[config.mk]
export PLATFORM = sky130hd
export DESIGN_NAME = errpin_status_mux
export DESIGN_NICKNAME = d
export VERILOG_FILES = /design/src/rtl/errpin_pkg.sv /design/src/rtl/errpin_edge_counter.sv /design/src/rtl/errpin_flag_bank.sv /design/src/rtl/errpin_out_stage.sv /design/src/rtl/errpin_status_mux.sv
export SDC_FILE = /design/constraint.sdc
export NUM_CORES = 1
export LEC_CHECK = 0
export ABC_AREA = 1
export ABC_CLOCK_PERIOD_IN_PS = 1400
export BUFFER_PORTS_ARGS = -buffer_cell sky130_fd_sc_hd__buf_2
export CAP_MARGIN = 20
export CORE_ASPECT_RATIO = 0.5
export CORE_UTILIZATION = 52
export CTS_CLUSTER_SIZE = 14
export DETAILED_ROUTE_END_ITERATION = 10
export PLACE_DENSITY_LB_ADDON = 0.12
export SYNTH_ARGS = -nofsm -noshare
export SYNTH_HDL_FRONTEND = slang
export SYNTH_SLANG_ARGS = --single-unit
[constraint.sdc]
create_clock -name clk -period 1.4 [get_ports clk]
set_input_delay 0.14 -clock clk [delete_from_list [all_inputs] [get_ports clk]]
set_output_delay 0.14 -clock clk [all_outputs]
set_load 0.02 [all_outputs]
[src/rtl/errpin_pkg.sv]
package errpin_pkg;

   typedef enum logic [1:0] {
      MODE_SLEEP   = 2'b00,
      MODE_STANDBY = 2'b01,
      MODE_NORMAL  = 2'b10,
      MODE_LISTEN  = 2'b11
   } op_mode_e;

   typedef struct packed {
      logic wake_src;
      logic bus_fail;
      logic local_fail;
      logic pwon;
   } flag_set_t;

endpackage

[src/rtl/errpin_edge_counter.sv]
module errpin_edge_counter #(
   parameter int unsigned MIN_DOM_CYC = 400,
   parameter int unsigned EDGE_TARGET = 4,
   localparam int unsigned DW = $clog2(MIN_DOM_CYC + 1),
   localparam int unsigned EW = $clog2(EDGE_TARGET + 1)
) (
   input  logic          clk,
   input  logic          rst_n,
   input  logic          txd_i,
   input  logic          count_en_i,
   input  logic          restart_i,
   output logic [EW-1:0] edges_o,
   output logic          target_hit_o
);
   localparam logic [DW-1:0] DOM_MAX  = DW'(MIN_DOM_CYC);
   localparam logic [EW-1:0] EDGE_MAX = EW'(EDGE_TARGET);

   if (MIN_DOM_CYC < 1) begin : g_bad_dom
      $error("MIN_DOM_CYC must be at least 1");
   end
   if (EDGE_TARGET < 1) begin : g_bad_target
      $error("EDGE_TARGET must be at least 1");
   end

   logic [DW-1:0] dom_q;
   logic          long_rise;

   // dominant run length, saturating once the minimum is met
   always_ff @(posedge clk) begin
      if (!rst_n)                dom_q <= '0;
      else if (txd_i)            dom_q <= '0;
      else if (dom_q != DOM_MAX) dom_q <= dom_q + 1'b1;
   end

   assign long_rise = txd_i && (dom_q == DOM_MAX);

   always_ff @(posedge clk) begin
      if (!rst_n || restart_i)
         edges_o <= '0;
      else if (count_en_i && long_rise && (edges_o != EDGE_MAX))
         edges_o <= edges_o + 1'b1;
   end

   assign target_hit_o = (edges_o == EDGE_MAX);

endmodule

[src/rtl/errpin_flag_bank.sv]
module errpin_flag_bank
   import errpin_pkg::*;
(
   input  logic      clk,
   input  logic      rst_n,
   input  logic      enter_normal_i,
   input  logic      leave_normal_i,
   input  logic      set_wake_src_i,
   input  logic      set_bus_fail_i,
   input  logic      set_local_fail_i,
   input  logic      set_pwon_i,
   input  logic      txd_i,
   input  logic      rxd_i,
   input  logic      local_ok_i,
   output flag_set_t flags_o
);
   flag_set_t clr, set;

   always_comb begin
      set.wake_src   = set_wake_src_i;
      set.bus_fail   = set_bus_fail_i;
      set.local_fail = set_local_fail_i;
      set.pwon       = set_pwon_i;

      clr.wake_src   = leave_normal_i || set_pwon_i;
      clr.bus_fail   = enter_normal_i;
      clr.local_fail = enter_normal_i || (!rxd_i && txd_i && local_ok_i);
      clr.pwon       = enter_normal_i;
   end

   // clear takes priority over set for every flag
   always_ff @(posedge clk) begin
      if (!rst_n) flags_o <= '0;
      else        flags_o <= (flags_o | set) & ~clr;
   end

endmodule

[src/rtl/errpin_out_stage.sv]
module errpin_out_stage
   import errpin_pkg::*;
#(
   parameter int unsigned SETTLE_CYC     = 800,
   parameter bit          LISTEN_PWON_EN = 1'b1,
   localparam int unsigned HW = $clog2(SETTLE_CYC + 1)
) (
   input  logic      clk,
   input  logic      rst_n,
   input  logic      mode_change_i,
   input  op_mode_e  mode_q_i,
   input  logic      from_normal_i,
   input  logic      target_hit_i,
   input  flag_set_t flags_i,
   output logic      err_n_o
);
   localparam logic [HW-1:0] HOLD_LOAD = HW'(SETTLE_CYC);

   if (SETTLE_CYC < 1) begin : g_bad_settle
      $error("SETTLE_CYC must be at least 1");
   end

   logic          listen_alt;
   logic          shown;
   logic [HW-1:0] hold_q;

   if (LISTEN_PWON_EN) begin : g_listen_pwon
      assign listen_alt = flags_i.pwon;
   end else begin : g_listen_none
      assign listen_alt = 1'b0;
   end

   always_comb begin
      unique case (mode_q_i)
         MODE_NORMAL: shown = target_hit_i  ? flags_i.bus_fail   : flags_i.wake_src;
         MODE_LISTEN: shown = from_normal_i ? flags_i.local_fail : listen_alt;
         default:     shown = 1'b0;
      endcase
   end

   always_ff @(posedge clk) begin
      if (!rst_n) begin
         hold_q  <= '0;
         err_n_o <= 1'b1;
      end else if (mode_change_i) begin
         hold_q  <= HOLD_LOAD;
      end else if (hold_q != '0) begin
         hold_q  <= hold_q - 1'b1;
      end else begin
         err_n_o <= ~shown;
      end
   end

endmodule

[src/rtl/errpin_status_mux.sv]
module errpin_status_mux
   import errpin_pkg::*;
#(
   parameter int unsigned MIN_DOM_CYC    = 400,
   parameter int unsigned SETTLE_CYC     = 800,
   parameter int unsigned EDGE_TARGET    = 4,
   parameter bit          LISTEN_PWON_EN = 1'b1,
   localparam int unsigned EW = $clog2(EDGE_TARGET + 1)
) (
   input  logic       clk,
   input  logic       rst_n,
   input  logic [1:0] mode_i,
   input  logic       txd_i,
   input  logic       rxd_i,
   input  logic       set_wake_src_i,
   input  logic       set_bus_fail_i,
   input  logic       set_local_fail_i,
   input  logic       set_pwon_i,
   input  logic       local_ok_i,
   output logic       err_n_o
);
   op_mode_e      mode_now, mode_q;
   logic          from_normal_q;
   logic          mode_change, enter_normal, leave_normal;
   logic [EW-1:0] edge_cnt;
   logic          target_hit;
   flag_set_t     flags_q;

   assign mode_now     = op_mode_e'(mode_i);
   assign mode_change  = (mode_now != mode_q);
   assign enter_normal = (mode_now == MODE_NORMAL) && (mode_q != MODE_NORMAL);
   assign leave_normal = (mode_now != MODE_NORMAL) && (mode_q == MODE_NORMAL);

   always_ff @(posedge clk) begin
      if (!rst_n) begin
         mode_q        <= MODE_SLEEP;
         from_normal_q <= 1'b0;
      end else begin
         mode_q <= mode_now;
         if (mode_change && (mode_now == MODE_LISTEN))
            from_normal_q <= (mode_q == MODE_NORMAL);
      end
   end

   errpin_edge_counter #(
      .MIN_DOM_CYC (MIN_DOM_CYC),
      .EDGE_TARGET (EDGE_TARGET)
   ) i_edges (
      .clk          (clk),
      .rst_n        (rst_n),
      .txd_i        (txd_i),
      .count_en_i   (mode_now == MODE_NORMAL),
      .restart_i    (enter_normal),
      .edges_o      (edge_cnt),
      .target_hit_o (target_hit)
   );

   errpin_flag_bank i_flags (
      .clk              (clk),
      .rst_n            (rst_n),
      .enter_normal_i   (enter_normal),
      .leave_normal_i   (leave_normal),
      .set_wake_src_i   (set_wake_src_i),
      .set_bus_fail_i   (set_bus_fail_i),
      .set_local_fail_i (set_local_fail_i),
      .set_pwon_i       (set_pwon_i),
      .txd_i            (txd_i),
      .rxd_i            (rxd_i),
      .local_ok_i       (local_ok_i),
      .flags_o          (flags_q)
   );

   errpin_out_stage #(
      .SETTLE_CYC     (SETTLE_CYC),
      .LISTEN_PWON_EN (LISTEN_PWON_EN)
   ) i_out (
      .clk           (clk),
      .rst_n         (rst_n),
      .mode_change_i (mode_change),
      .mode_q_i      (mode_q),
      .from_normal_i (from_normal_q),
      .target_hit_i  (target_hit),
      .flags_i       (flags_q),
      .err_n_o       (err_n_o)
   );

endmodule

==> impl_metrics.env <==
export IMPL_outcome="finished clean"
export IMPL_dr_pass1_iters=4
export IMPL_criticalPathCategory="reg -> reg"
export IMPL_finalPower_mw=1.99
export IMPL_post_drt_wl_per_cell_um=10.5
export IMPL_instances_no_fill=280
export IMPL_cts_tree="built"
export IMPL_synth_edf_count=0
export IMPL_io_buffers=11
export IMPL_fin_skew_ps=4.42
export IMPL_place_inst=269
export IMPL_power_density_mw_per_mm2=1110
export IMPL_ys_flop_type="dfxtp_1"
export IMPL_grt_max_degree=12
export IMPL_totalWireLength_um=2930
export IMPL_synthTopCellsByArea="dfxtp_1 40%, nand2_1 11%, nor2_1 10%"
export IMPL_vias_per_cell=4.91
export IMPL_route_detailed_drc=0
export IMPL_row_count=13
export IMPL_clkLatencyLatePin_ps=270
export IMPL_num_antenna_cells=0
export IMPL_layout_setup_ws_ps=81.9
export IMPL_synth_commonest_cells="44 x nand2_1, 41 x nor2_1, 33 x inv_1"
export IMPL_worstMarginPinSlew_ps=279
export IMPL_min_path_type="in -> reg"
export IMPL_detailedPlace_worstSlack_ps=-29.8
export IMPL_max_slew_margin_pct=81.4
export IMPL_post_synth_top_count_cell="nand2_1"
export IMPL_synthArstFlopShare_pct=0
export IMPL_grt_overflow_total=0
export IMPL_grt_pass1_wl_um=4700
export IMPL_reg2reg_depth=9
export IMPL_htreeDepth=2
export IMPL_drive_gt1_share_pct=20.2
export IMPL_fillCellCount=249
export IMPL_synth_seq_cells=30
export IMPL_antenna_found_initial=0
export IMPL_core_mm2=0.00268
export IMPL_ir_worst_vdd_mv=0.634
export IMPL_fp_dieH_um=40.2
export IMPL_rsz0062_at_grt="false"
export IMPL_path_max_fanout=3
export IMPL_synth_seq_area_share_pct=39.7
export IMPL_cts_sinks=30
export IMPL_critPathArrivalTime_ps=1490
export IMPL_syn_to_final_growth_pct=18.5
export IMPL_min_period_ps=1320
export IMPL_io_pins=12
export IMPL_fmax_mhz=759
export IMPL_vias=1375
export IMPL_first_global_vias=1142
export IMPL_synth_area_leader_cell="dfxtp_1"
export IMPL_cap_viol_max_count=0
export IMPL_cts_root_buf="clkbuf_8"
export IMPL_post_dp_hpwl_um=2140
export IMPL_syn_avg_cell_area_um2=6.91
export IMPL_clk_pin_slew_ps=70
export IMPL_worstSetupEndpointType="flip-flop"
export IMPL_clock_path_buffers=2
export IMPL_synth_area_mm2=0.00151
export IMPL_holdPathStages=2
export IMPL_cp_start_kind="flip-flop"
export IMPL_period_share_pct=94.1
export IMPL_start_util_pct=56.4
export IMPL_final_cell_area_mm2=0.00179
export IMPL_postRouteAntennaNets=0
export IMPL_holdWs_ps=56.0
export IMPL_netlist_instances=219
export IMPL_post_dp_cell_area_mm2=0.00163
export IMPL_yosys_warnings=0
export IMPL_synth_distinct_cells=26
export IMPL_synth_top_area_share_pct=39.7
export IMPL_setup_tns_final_ps=0
export IMPL_fp_dieW_um=78.3
export IMPL_grt_total_usage_pct=19.9
export IMPL_die_area_mm2=0.00314
export IMPL_place_congestion=0.812
export IMPL_fin_util_pct=66.9
export IMPL_p_leak_nw=0.784
export IMPL_hold_violations=0
export IMPL_drt_iter0_drc=35
export IMPL_cts_made_buffers=5
export IMPL_layout_nets=258
export IMPL_slew_violations=0
export IMPL_required_ps=1570
export IMPL_setup_viol=0
export IMPL_syn_nets=235
[layer usage]
metal  wire, µm  up-vias  GRT usage [%]
li1           -      735              -
met1       1400      618           23.2
met2       1420       20           37.3
met3        102        2           6.14
met4         13        0           5.56
met5          0        -              0
[worst paths after layout]
check,from,end,slack [ps]
max,i_edges.dom_q[1]$_SDFFE_PP0P_,i_edges.edges_o[1]$_SDFFE_PP0P_,80
min,set_pwon_i,i_flags.flags_o[3]$_SDFF_PN0_,60
max reg2reg,i_edges.dom_q[1]$_SDFFE_PP0P_,i_edges.edges_o[1]$_SDFFE_PP0P_,80
min reg2reg,i_edges.dom_q[0]$_SDFFE_PP0P_,i_edges.dom_q[0]$_SDFFE_PP0P_,460
[critical path: stages (launching register included)]
cell     delay (ps)
dfxtp_2         320
inv_1            70
ha_2            180
nand2_1          50
nor2_1           80
nand2_1          80
nor2_4          140
nand2_2         100
o21ai_2         130
nor2_1           50
[where the power goes]
part	internal (mW)	total [mW]	switching [mW]
combinational	0.134	0.344	0.210
sequential	0.897	0.929	0.0319
clock	0.396	0.715	0.319
total	1.43	1.99	0.561
[registers in the layout, summed over array words and instances, names as in the netlist]
signal           flops
from_normal_q        1
i_edges.dom_q        9
i_edges.edges_o      3
i_flags.flags_o      4
i_out.err_n_o        1
i_out.hold_q        10
mode_q               2
[layout make-up]
cell class                      count  area [µm²]  share of cell area [%]
Inverter                           35         131                    7.32
Multi-Input combinational cell    154         825                    46.0
Sequential cell                    30         604                    33.7
Tap cell                           37        46.3                    2.58
Timing Repair Buffer               16        96.3                    5.37
Clock buffer                        7        86.3                    4.81
Clock inverter                      1        5.00                   0.279
[repair_timing]
| action | 4_1_cts | 5_1_grt |
|---|---|---|
| setup endpoints to repair | 4 | 8 |
| buffers inserted | 0 | 2 |
| resized for setup | 2 | 17 |
| hold buffers | 0 | 0 |
| pin swaps | 0 | 9 |
| cloned | 0 | 1 |
[cells by family (layout without fill, tap and decap cells)]
| kind of cell | after synthesis | count (layout) | synth area share (%) |
|---|---|---|---|
| buffers and inverters | 36 | 59 | 9.42 |
| AOI/OAI and AO/OA | 27 | 27 | 9.67 |
| xor gates and xnor gates | 5 | 5 | 3.39 |
| DFF | 30 | 30 | 39.7 |
| adders and majority gates | 5 | 5 | 4.13 |
| and+or+nand+nor | 116 | 117 | 33.7 |
[cells in the final DEF (no fill, tap or decap), drive strengths merged]
master   n
nand2   47
nor2    47
inv     35
dfxtp   30
nand3   16
buf     16
a21oi   13
o21ai   10
clkbuf   7
ha       5
nand4    4
xor2     4
nor3b    1
o21bai   1
or2      1
a211oi   1
xnor2    1
o211ai   1
a311oi   1
nor4     1
clkinv   1
No activity file was read; power rests on OpenSTA's default activity.
